==> src/rtl/nvm_csum_pkg.sv <==
package nvm_csum_pkg;

  localparam int unsigned WORD_W = 16;
  localparam logic [WORD_W-1:0] CSUM_SIG = 16'hBABA;

  typedef enum logic {
    M_VALIDATE = 1'b0,
    M_UPDATE   = 1'b1
  } mode_e;

  typedef enum logic [1:0] {
    S_IDLE = 2'd0,
    S_RD   = 2'd1,
    S_WR   = 2'd2
  } state_e;

endpackage

==> src/rtl/nvm_csum_acc.sv <==
module nvm_csum_acc
  import nvm_csum_pkg::*;
#(
  parameter int unsigned DW = WORD_W,
  parameter logic [DW-1:0] SIG = CSUM_SIG
) (
  input  logic          clk_i,
  input  logic          rst_ni,
  input  logic          clr_i,
  input  logic          en_i,
  input  logic [DW-1:0] data_i,
  output logic          match_o,
  output logic [DW-1:0] fix_o
);

  logic [DW-1:0] acc_q;
  logic [DW-1:0] sum_nxt;

  // modulo 2^DW by width truncation
  assign sum_nxt = acc_q + data_i;
  assign match_o = (sum_nxt == SIG);
  assign fix_o   = SIG - acc_q;

  always_ff @(posedge clk_i or negedge rst_ni) begin
    if (!rst_ni)    acc_q <= '0;
    else if (clr_i) acc_q <= '0;
    else if (en_i)  acc_q <= sum_nxt;
  end

  p_no_clr_add_r2: assert property (@(posedge clk_i) disable iff (!rst_ni)
    !(clr_i && en_i));

endmodule

==> src/rtl/nvm_csum_seq.sv <==
module nvm_csum_seq
  import nvm_csum_pkg::*;
#(
  parameter int unsigned ADDR_W   = 6,
  parameter int unsigned CSUM_OFS = 63
) (
  input  logic              clk_i,
  input  logic              rst_ni,
  input  logic              start_i,
  input  logic              mode_i,
  input  logic              rd_ack_i,
  input  logic              rd_err_i,
  input  logic              wr_ack_i,
  input  logic              wr_err_i,
  input  logic              sum_match_i,
  output logic              rd_req_o,
  output logic [ADDR_W-1:0] rd_addr_o,
  output logic              wr_req_o,
  output logic [ADDR_W-1:0] wr_addr_o,
  output logic              acc_clr_o,
  output logic              acc_en_o,
  output logic              done_o,
  output logic              pass_o,
  output logic              err_o
);

  localparam bit          NO_PRE   = (CSUM_OFS == 0);
  localparam int unsigned UPD_LAST = NO_PRE ? 0 : CSUM_OFS - 1;
  localparam logic [ADDR_W-1:0] VAL_END = ADDR_W'(CSUM_OFS);
  localparam logic [ADDR_W-1:0] UPD_END = ADDR_W'(UPD_LAST);

  state_e            state_q;
  mode_e             mode_q;
  logic [ADDR_W-1:0] addr_q;
  logic [ADDR_W-1:0] last_addr;
  logic              start_ok;

  assign last_addr = (mode_q == M_UPDATE) ? UPD_END : VAL_END;
  assign start_ok  = (state_q == S_IDLE) && start_i;

  always_ff @(posedge clk_i or negedge rst_ni) begin
    if (!rst_ni) begin
      state_q <= S_IDLE;
      mode_q  <= M_VALIDATE;
      addr_q  <= '0;
      done_o  <= 1'b0;
      pass_o  <= 1'b0;
      err_o   <= 1'b0;
    end else begin
      done_o <= 1'b0;
      pass_o <= 1'b0;
      err_o  <= 1'b0;
      unique case (state_q)
        S_IDLE: begin
          if (start_i) begin
            mode_q <= mode_e'(mode_i);
            addr_q <= '0;
            if (mode_i && NO_PRE) state_q <= S_WR;
            else                  state_q <= S_RD;
          end
        end
        S_RD: begin
          if (rd_ack_i) begin
            if (rd_err_i) begin
              done_o  <= 1'b1;
              err_o   <= 1'b1;
              state_q <= S_IDLE;
            end else if (addr_q == last_addr) begin
              if (mode_q == M_VALIDATE) begin
                done_o  <= 1'b1;
                pass_o  <= sum_match_i;
                state_q <= S_IDLE;
              end else begin
                state_q <= S_WR;
              end
            end else begin
              addr_q <= addr_q + 1'b1;
            end
          end
        end
        S_WR: begin
          if (wr_ack_i) begin
            done_o  <= 1'b1;
            pass_o  <= !wr_err_i;
            err_o   <= wr_err_i;
            state_q <= S_IDLE;
          end
        end
        default: state_q <= S_IDLE;
      endcase
    end
  end

  assign rd_req_o  = (state_q == S_RD);
  assign rd_addr_o = addr_q;
  assign wr_req_o  = (state_q == S_WR);
  assign wr_addr_o = VAL_END;
  assign acc_clr_o = start_ok;
  assign acc_en_o  = rd_req_o && rd_ack_i && !rd_err_i;

  p_req_hold_r1: assert property (@(posedge clk_i) disable iff (!rst_ni)
    (rd_req_o && !rd_ack_i) |=> (rd_req_o && $stable(rd_addr_o)));

  p_wr_hold_r5: assert property (@(posedge clk_i) disable iff (!rst_ni)
    (wr_req_o && !wr_ack_i) |=> wr_req_o);

  p_rd_bound_r1: assert property (@(posedge clk_i) disable iff (!rst_ni)
    rd_req_o |-> (rd_addr_o <= VAL_END));

  p_rd_bound_r4: assert property (@(posedge clk_i) disable iff (!rst_ni)
    (rd_req_o && mode_q == M_UPDATE) |-> (rd_addr_o < VAL_END));

  p_rd_err_stop_r6: assert property (@(posedge clk_i) disable iff (!rst_ni)
    (rd_req_o && rd_ack_i && rd_err_i) |=> (done_o && err_o && !rd_req_o && !wr_req_o));

  p_wr_err_r7: assert property (@(posedge clk_i) disable iff (!rst_ni)
    (wr_req_o && wr_ack_i && wr_err_i) |=> (done_o && err_o && !pass_o));

  p_start_ignored_r8: assert property (@(posedge clk_i) disable iff (!rst_ni)
    (rd_req_o && !rd_ack_i && start_i) |=> (rd_req_o && $stable(mode_q)));

  p_flags_r10: assert property (@(posedge clk_i) disable iff (!rst_ni)
    ((pass_o || err_o) |-> done_o) and !(pass_o && err_o));

endmodule

==> src/rtl/nvm_csum_engine.sv <==
module nvm_csum_engine
  import nvm_csum_pkg::*;
#(
  parameter int unsigned ADDR_W   = 6,
  parameter int unsigned CSUM_OFS = 63
) (
  input  logic              clk_i,
  input  logic              rst_ni,
  input  logic              start_i,
  input  logic              mode_i,
  output logic              done_o,
  output logic              pass_o,
  output logic              err_o,
  output logic              rd_req_o,
  output logic [ADDR_W-1:0] rd_addr_o,
  input  logic              rd_ack_i,
  input  logic              rd_err_i,
  input  logic [15:0]       rd_data_i,
  output logic              wr_req_o,
  output logic [ADDR_W-1:0] wr_addr_o,
  output logic [15:0]       wr_data_o,
  input  logic              wr_ack_i,
  input  logic              wr_err_i
);

  logic acc_clr;
  logic acc_en;
  logic sum_match;

  nvm_csum_seq #(
    .ADDR_W   (ADDR_W),
    .CSUM_OFS (CSUM_OFS)
  ) u_seq (
    .clk_i       (clk_i),
    .rst_ni      (rst_ni),
    .start_i     (start_i),
    .mode_i      (mode_i),
    .rd_ack_i    (rd_ack_i),
    .rd_err_i    (rd_err_i),
    .wr_ack_i    (wr_ack_i),
    .wr_err_i    (wr_err_i),
    .sum_match_i (sum_match),
    .rd_req_o    (rd_req_o),
    .rd_addr_o   (rd_addr_o),
    .wr_req_o    (wr_req_o),
    .wr_addr_o   (wr_addr_o),
    .acc_clr_o   (acc_clr),
    .acc_en_o    (acc_en),
    .done_o      (done_o),
    .pass_o      (pass_o),
    .err_o       (err_o)
  );

  nvm_csum_acc #(
    .DW  (WORD_W),
    .SIG (CSUM_SIG)
  ) u_acc (
    .clk_i   (clk_i),
    .rst_ni  (rst_ni),
    .clr_i   (acc_clr),
    .en_i    (acc_en),
    .data_i  (rd_data_i),
    .match_o (sum_match),
    .fix_o   (wr_data_o)
  );

  p_one_port_r1: assert property (@(posedge clk_i) disable iff (!rst_ni)
    !(rd_req_o && wr_req_o));

  p_wr_data_stable_r5: assert property (@(posedge clk_i) disable iff (!rst_ni)
    (wr_req_o && $past(wr_req_o)) |-> $stable(wr_data_o));

endmodule

==> config.mk <==
export PLATFORM = sky130hd
export DESIGN_NAME = nvm_csum_engine
export DESIGN_NICKNAME = d
export VERILOG_FILES = /design/src/rtl/nvm_csum_pkg.sv /design/src/rtl/nvm_csum_acc.sv /design/src/rtl/nvm_csum_seq.sv /design/src/rtl/nvm_csum_engine.sv
export SDC_FILE = /design/constraint.sdc
export NUM_CORES = 1
export LEC_CHECK = 0
export CAP_MARGIN = 0
export CORE_ASPECT_RATIO = 0.75
export CORE_UTILIZATION = 42
export CTS_CLUSTER_SIZE = 16
export DETAILED_ROUTE_END_ITERATION = 10
export PLACE_DENSITY = 0.7
export SLEW_MARGIN = 20
export SYNTH_ARGS = -nofsm -noshare
export SYNTH_HDL_FRONTEND = slang
export SYNTH_HIERARCHICAL = 1
export SYNTH_SLANG_ARGS = --single-unit
==> constraint.sdc <==
create_clock -name clk_i -period 3.3 [get_ports clk_i]
set_input_delay 0.66 -clock clk_i [delete_from_list [all_inputs] [get_ports clk_i]]
set_output_delay 0.66 -clock clk_i [all_outputs]
set_load 0.01 [all_outputs]
==> results of run 1 <==
-- metal layers --
layer  wire length, microns  global-route usage, %  vias to the layer above
met5                      0                      0                        -
met4                     58                   5.36                        0
met3                    296                   2.96                        6
met2                   2880                   33.5                       58
met1                   3250                   29.4                     1155
li1                       -                      -                     1189
-- registers in the layout (all words and copies together) (netlist names) --
register / flops
u_seq/done_o: 1
u_seq/err_o: 1
u_seq/mode_q: 1
u_seq/state_q: 2
u_acc/acc_q: 16
u_seq/rd_addr_o: 6
u_seq/pass_o: 1
-- worst register-to-register path: stages, from the launching register on --
cell,delay (ns)
dfrtp_1,0.49
ha_1,0.33
a2111oi_4,0.43
a211oi_2,0.16
buf_4,0.17
a211o_1,0.31
mux2i_1,0.21
nand4_1,0.15
nor4_2,0.30
a31oi_1,0.11
nor2b_1,0.13
-- path summary, 6_finish.rpt --
| path | to | depth (start not counted) |
|---|---|---|
| setup / recovery | u_seq/pass_o$_DFF_PN0_ | 12 |
| hold / removal | u_seq/rd_addr_o[4]$_DFFE_PN0P_ | 1 |
| setup reg to reg | u_seq/pass_o$_DFF_PN0_ | 10 |
| hold reg to reg | u_seq/rd_addr_o[4]$_DFFE_PN0P_ | 1 |
| max in group asynchronous | u_acc/acc_q[1]$_DFFE_PN0P_ | 2 |
| min in group asynchronous | u_acc/acc_q[15]$_DFFE_PN0P_ | 2 |
-- layout by cell type (no fill, tap or decap), drive strengths merged, types with 5 or more instances in the layout --
| cell | count |
|---|---|
| a211oi | 6 |
| a21o | 7 |
| a21oi | 14 |
| a31oi | 7 |
| buf | 40 |
| clkdlybuf4s50 | 47 |
| conb | 6 |
| dfrtp | 28 |
| ha | 20 |
| inv | 17 |
| mux2i | 12 |
| nand2 | 13 |
| nand2b | 6 |
| nand3 | 7 |
| nor2 | 28 |
| nor2b | 5 |
| o21a | 5 |
| o21ai | 11 |
| xnor2 | 9 |
| xor2 | 16 |
-- power by group through the flow --
stage          clock network (W)  logic [W]  registers, W
5_1_grt                 0.000204    0.00253      0.000705
2_1_floorplan                  0    0.00127      0.000635
6_report                0.000181    0.00232      0.000681
4_1_cts                 0.000191    0.00225      0.000672
3_3_place_gp                   0    0.00218      0.000671
3_5_place_dp                   0    0.00221      0.000675
-- area by class of cell --
| type | count | area [sq um] | share of cell area [%] |
|---|---|---|---|
| Clock buffer | 3 | 41.3 | 1.19 |
| Inverter | 17 | 63.8 | 1.84 |
| Multi-Input combinational cell | 229 | 1760 | 50.8 |
| Sequential cell | 28 | 703 | 20.2 |
| Tap cell | 75 | 93.8 | 2.70 |
| Timing Repair Buffer | 90 | 808 | 23.3 |
-- through the flow --
step / utilization (%) / setup TNS, ns / setup WS [ns] / std cells
after detailed placement: 60.3 / -0.438 / -0.407 / 438
after global routing: 62.9 / 0 / 0.00156 / 442
after floorplan: - / 0 / 0.278 / 286
after CTS: 61.5 / 0 / 0.000357 / 442
final: 62.9 / 0 / 0.125 / 442
after global placement: 60.3 / -0.258 / -0.258 / 438
-- cell families (layout without fill, tap and decap cells) --
kind of cell    Yosys count  in the layout
other cells               1              6
mux                      16             16
xor+xnor                 25             25
fa+ha+maj                21             21
compound gates           76             76
simple gates             85             85
flops                    28             28
buf+inv                  29            110
-- timing repair --
item                       4_1_cts  5_1_grt
pin swaps                        1       12
buffers inserted                 1        1
setup endpoints to repair        4        5
gates resized for setup          4       20
==> results.py, run 1 <==
metrics = {
    "yosys": {
        "synth-simple-area-share_pct": 18.3,
        "synthXorXnorAreaFrac_pct": 8.77,
        "syn-cell-area_sq_um": 2500,
        "synth.mux.area_fraction_pct": 6.62,
        "synth_top_family_by_area": "compound AO/OA/AOI/OAI gates",
        "synth-edff-count": 0,
        "syn_avg_cell_area_sq_um": 8.88,
        "synth_top_area_share_pct": 28.1,
        "yosysUniqueCellTypes": 61,
        "yosys-top-cells-count": "dfrtp_1, nor2_1, ha_1",
        "ys_seq_elements": 28,
        "ys_seq_area_share_pct": 28.1,
        "ys.flop_type": "dfrtp_1",
        "syn_inst": 281,
        "post-synth-top-area-cell": "dfrtp_1",
        "ys_async_sr_fraction_pct": 100,
        "synth_compound_area_share_pct": 21.8,
        "synth_area_leaders": "dfrtp_1, ha_1, xor2_1, mux2i_1, nor2_1",
        "yosysWarnings": 6,
        "post_synth_fa_ha_maj_area_fraction_pct": 10.8,
    },
    "power_and_ir_drop": {
        "p_per_area_nw_per_um2": 917,
        "power_w": 0.00319,
        "netSwitchingFraction_pct": 44.4,
        "pwr-share-comb_pct": 72.9,
        "ir_worst_vdd_mv": 0.441,
        "leakage_nw": 1.61,
        "power.internal_w": 0.00177,
        "switchingPower_w": 0.00141,
        "clock_power_share_pct": 5.7,
        "power.share.sequential_pct": 21.4,
    },
    "layout": {
        "postLayoutCellArea_sq_um": 3470,
        "n_fill_cell": 505,
        "drive_above_1_share_pct": 19.3,
        "num_antenna_cells": 0,
        "layout.nets": 414,
        "syn_to_final_growth_pct": 39.2,
    },
    "setup_path": {
        "path_buf_inv": 2,
        "worst_setup_path_start_kind": "input pin",
        "regToRegSetupSlack_ns": 0.46,
        "path_cells": "clkdlybuf4s50_1 > ha_1 > a211o_1 > nand2_2 > a211oi_2 > buf_4 > a211o_1 > mux2i_1 > nand4_1 > nor4_2 > a31oi_1 > nor2b_1",
        "criticalPathCategory": "in2reg",
        "arrival_ns": 3.38,
        "endpoint_kind": "register",
        "cpMaxStageDelayCell": "clkdlybuf4s50_1",
        "cpMostUsedCell": "a211o_1",
        "slowest_delay_ns": 0.48,
        "required_ns": 3.51,
        "critPathLaunch": "rd_data_i[1]",
        "reg2reg_from": "u_acc/acc_q[3]$_DFFE_PN0P_",
        "worstPathMaxFanout": 3,
        "crit_family": "compound AO/OA/AOI/OAI gates",
    },
    "drt": {
        "via_per_inst": 5.45,
        "vias": 2408,
        "antenna_left": 0,
        "drt_iter0_markers": 158,
        "wirelength_microns": 6490,
        "drtPass1Iterations": 4,
        "drc": 0,
        "wl_per_cell_microns": 14.7,
    },
    "cts": {
        "htreeDepth": 1,
        "numCtsBuffers": 3,
        "cts_tree": "yes",
        "clock_latency_ns": 0.27,
        "cts-root-buf": "clkbuf_8",
        "clkTransAtPathRegs_ns": 0.09,
        "clock_sinks": 28,
        "clockBufferDepth": 2,
        "postCtsHoldBufs": 0,
    },
    "place": {
        "portBuffers": 50,
        "gp_congestion": 0.835,
        "dp_hpwl_microns": 5050,
        "postPlaceCellArea_sq_um": 3330,
    },
    "grt": {
        "grt_max_degree": 29,
        "grt_use_total_pct": 20.7,
        "grt_pass1_vias": 2229,
        "antenna_found_initial": 0,
        "grt_overflow": 0,
        "grt_pass1_wl_microns": 10300,
    },
    "worst_hold_path": {
        "hp-class": "reg2reg",
        "hp-start": "u_seq/rd_addr_o[4]$_DFFE_PN0P_",
    },
    "timing": {
        "finClkSkew_ns": 0.00417,
        "rsz0062_at_grt": "no",
        "fin_crit_sh_pct": 96.2,
        "worst_pin_slew_ns": 0.660,
        "timing.hold.ws_ns": 0.529,
        "relSlewSlack_pct": 56.0,
        "hold_viol": 0,
        "fin_crit_ns": 3.17,
        "fmax_mhz": 315,
        "setup_viol": 0,
        "drv_slew": 0,
    },
    "die": {
        "chipHeight_microns": 68.8,
        "rows": 23,
        "die_w_microns": 91.0,
        "ios": 57,
        "dieArea_sq_um": 6260,
        "core_region_area_sq_um": 5530,
        "start_util_pct": 45.2,
    },
    "run_status": {
        "run_status": "completed",
    },
    "flow_run": {
        "max-cap-violations": 0,
    },
}
Note: power is estimated with default switching activity, not from simulation.
==> inputs of run 2 (changes only) <==
Settings changed: REMOVE_ABC_BUFFERS from default to 1.
==> run 2 against run 1 <==
Net effect:
- the run now ends with negative setup slack left
- die area unchanged
- largest power group unchanged
- cell count up 0.90%
- critical path depth is 1 lower
- first-iteration DRC count down 22%
- cell area increased by 1.7%
- non-clock buffer count grew 3
- power rose by 4.4%
- critical endpoint unchanged
==> results.py, run 2 (synthesis gave the netlist of run 1 again) <==
metrics = {
    "place": {
        "gp_congestion": 0.900,
        "postPlaceCellArea_sq_um": 3330,
        "dp_hpwl_microns": 5010,
        "dp.cells": 438,
        "dp_slack_ns": -0.422,
        "portBuffers": 50,
    },
    "grt": {
        "grt_pass1_vias": 2262,
        "grt_pass1_wl_microns": 10600,
        "grt_max_degree": 29,
        "antenna_found_initial": 0,
        "grt_use_total_pct": 21.4,
        "grt_overflow": 0,
    },
    "setup_path": {
        "path_cells": "clkdlybuf4s50_1 > ha_4 > a21o_1 > nand4_1 > a31oi_2 > o41ai_2 > nand4_1 > or4_4 > nor4_4 > a31oi_1 > nor2b_1",
        "cpMostUsedCell": "nand4_1",
        "endpoint_kind": "register",
        "path_buf_inv": 1,
        "regToRegSetupSlack_ns": 0.06,
        "crit_family": "simple AND/OR/NAND/NOR gates",
        "slowest_delay_ns": 0.54,
        "required_ns": 3.50,
        "arrival_ns": 3.52,
        "cpMaxStageDelayCell": "clkdlybuf4s50_1",
        "worstPathMaxFanout": 4,
        "worst_setup_path_start_kind": "input pin",
        "criticalPathCategory": "in2reg",
    },
    "drt": {
        "wirelength_microns": 6770,
        "drtPass1Iterations": 4,
        "vias": 2425,
        "drc": 0,
        "antenna_left": 0,
        "drt_iter0_markers": 123,
        "wl_per_cell_microns": 15.2,
        "via_per_inst": 5.44,
    },
    "layout": {
        "layout.nets": 417,
        "postLayoutCellArea_sq_um": 3530,
        "regMostFlops": "u_acc/acc_q",
        "syn_to_final_growth_pct": 41.5,
        "final_cells": 446,
        "final_common_cell": "clkdlybuf4s50_1",
        "largestRegisters": "u_acc/acc_q x16, u_seq/rd_addr_o x6, u_seq/state_q x2",
        "final_cell_mix": "clkdlybuf4s50_1, buf_4, nor2_1",
        "n_fill_cell": 463,
        "num_antenna_cells": 0,
        "drive_above_1_share_pct": 21.0,
        "largest_reg_flops": 16,
    },
    "timing": {
        "tns_ns": -0.0117,
        "fin_crit_sh_pct": 100,
        "drv_slew": 0,
        "fin_crit_ns": 3.31,
        "fmax_mhz": 302,
        "finalWorstSetupSlack_ns": -0.0117,
        "setup_viol": 1,
        "relSlewSlack_pct": 56.0,
        "finClkSkew_ns": 0.00213,
        "worst_pin_slew_ns": 0.656,
        "hold_viol": 0,
    },
    "run_status": {
        "violations": "negative setup slack",
        "run_status": "finished with violations",
    },
    "power_and_ir_drop": {
        "leakage_nw": 1.64,
        "ir_worst_vdd_mv": 0.520,
        "power_w": 0.00333,
        "p_per_area_nw_per_um2": 942,
    },
    "die": {
        "rows": 23,
        "core_region_area_sq_um": 5530,
        "start_util_pct": 45.2,
        "die_w_microns": 91.0,
        "chipHeight_microns": 68.8,
        "dieArea_sq_um": 6260,
        "ios": 57,
    },
    "cts": {
        "clkTransAtPathRegs_ns": 0.09,
        "clockBufferDepth": 2,
        "numCtsBuffers": 3,
        "cts_tree": "yes",
        "clock_latency_ns": 0.27,
        "htreeDepth": 1,
        "clock_sinks": 28,
        "cts-root-buf": "clkbuf_8",
        "postCtsHoldBufs": 0,
    },
    "worst_hold_path": {
        "hp-class": "reg2reg",
    },
    "flow_run": {
        "max-cap-violations": 0,
    },
}
run 2: cell types whose count changed in the layout (fill, tap and decap cells not counted), sizes merged:
| cell | previous run | this run |
|---|---|---|
| buf | 40 | 43 |
| dlymetal6s2s | 3 | 4 |
| clkdlybuf4s50 | 47 | 46 |
| clkbuf | 3 | 4 |
run 2: final cells by class:
| class | count | area, sq um | area share (%) |
|---|---|---|---|
| Sequential cell | 28 | 703 | 19.9 |
| Multi-Input combinational cell | 229 | 1780 | 50.5 |
| Clock buffer | 4 | 55.1 | 1.56 |
| Inverter | 17 | 63.8 | 1.81 |
| Timing Repair Buffer | 93 | 833 | 23.6 |
| Tap cell | 75 | 93.8 | 2.66 |
run 2: path summary, 6_finish.rpt:
kind	from	end	depth (start not counted)
setup / recovery	rd_data_i[2]	u_seq/pass_o$_DFF_PN0_	11
setup reg to reg	u_acc/acc_q[0]$_DFFE_PN0P_	u_seq/pass_o$_DFF_PN0_	11
hold reg to reg	u_seq/rd_addr_o[4]$_DFFE_PN0P_	u_seq/rd_addr_o[4]$_DFFE_PN0P_	1
min in group asynchronous	rst_ni	u_acc/acc_q[15]$_DFFE_PN0P_	2
hold / removal	u_seq/rd_addr_o[4]$_DFFE_PN0P_	u_seq/rd_addr_o[4]$_DFFE_PN0P_	1
max in group asynchronous	rst_ni	u_acc/acc_q[1]$_DFFE_PN0P_	2
run 2: worst reg2reg max path, cell delays in order (launching register included):
cell and delay (ns):
dfrtp_2 0.45, ha_2 0.21, fa_2 0.40, a21o_1 0.24, nand4_1 0.14, a31oi_2 0.12, o41ai_2 0.40, nand4_1 0.15
or4_4 0.51, nor4_4 0.31, a31oi_1 0.12, nor2b_1 0.13
run 2: layer usage:
layer	routed length [microns]	global-route usage, %
met1	3290	29.6
met2	3090	37.2
met3	317	2.63
met4	65	2.98
met5	0	0
run 2: through the flow:
stage	hold slack [ns]	util (%)
finish	0.540	63.9
global route	0.586	63.9
CTS	0.541	61.8
detailed placement	0.526	60.3
global placement	0.512	60.3
floorplan	0.364	-
run 2: where the power goes:
group          total, W  switching (W)  internal [W]
clock          0.000210       0.000103      0.000107
sequential     0.000684       0.000207      0.000477
combinational   0.00243        0.00115       0.00128
run 2: what timing repair did:
action	CTS	global route
gates cloned	0	0
gates resized for setup	7	20
setup endpoints to repair	4	5
buffers inserted	1	3
pin swaps	2	13
endpoints found under the hold margin	0	0
==> inputs of run 3 (changes only) <==
Settings changed: CTS_CLUSTER_DIAMETER from default to 120.
==> results of run 3 <==
No change in the layout: final DEF, timing and power equal those of run 2.
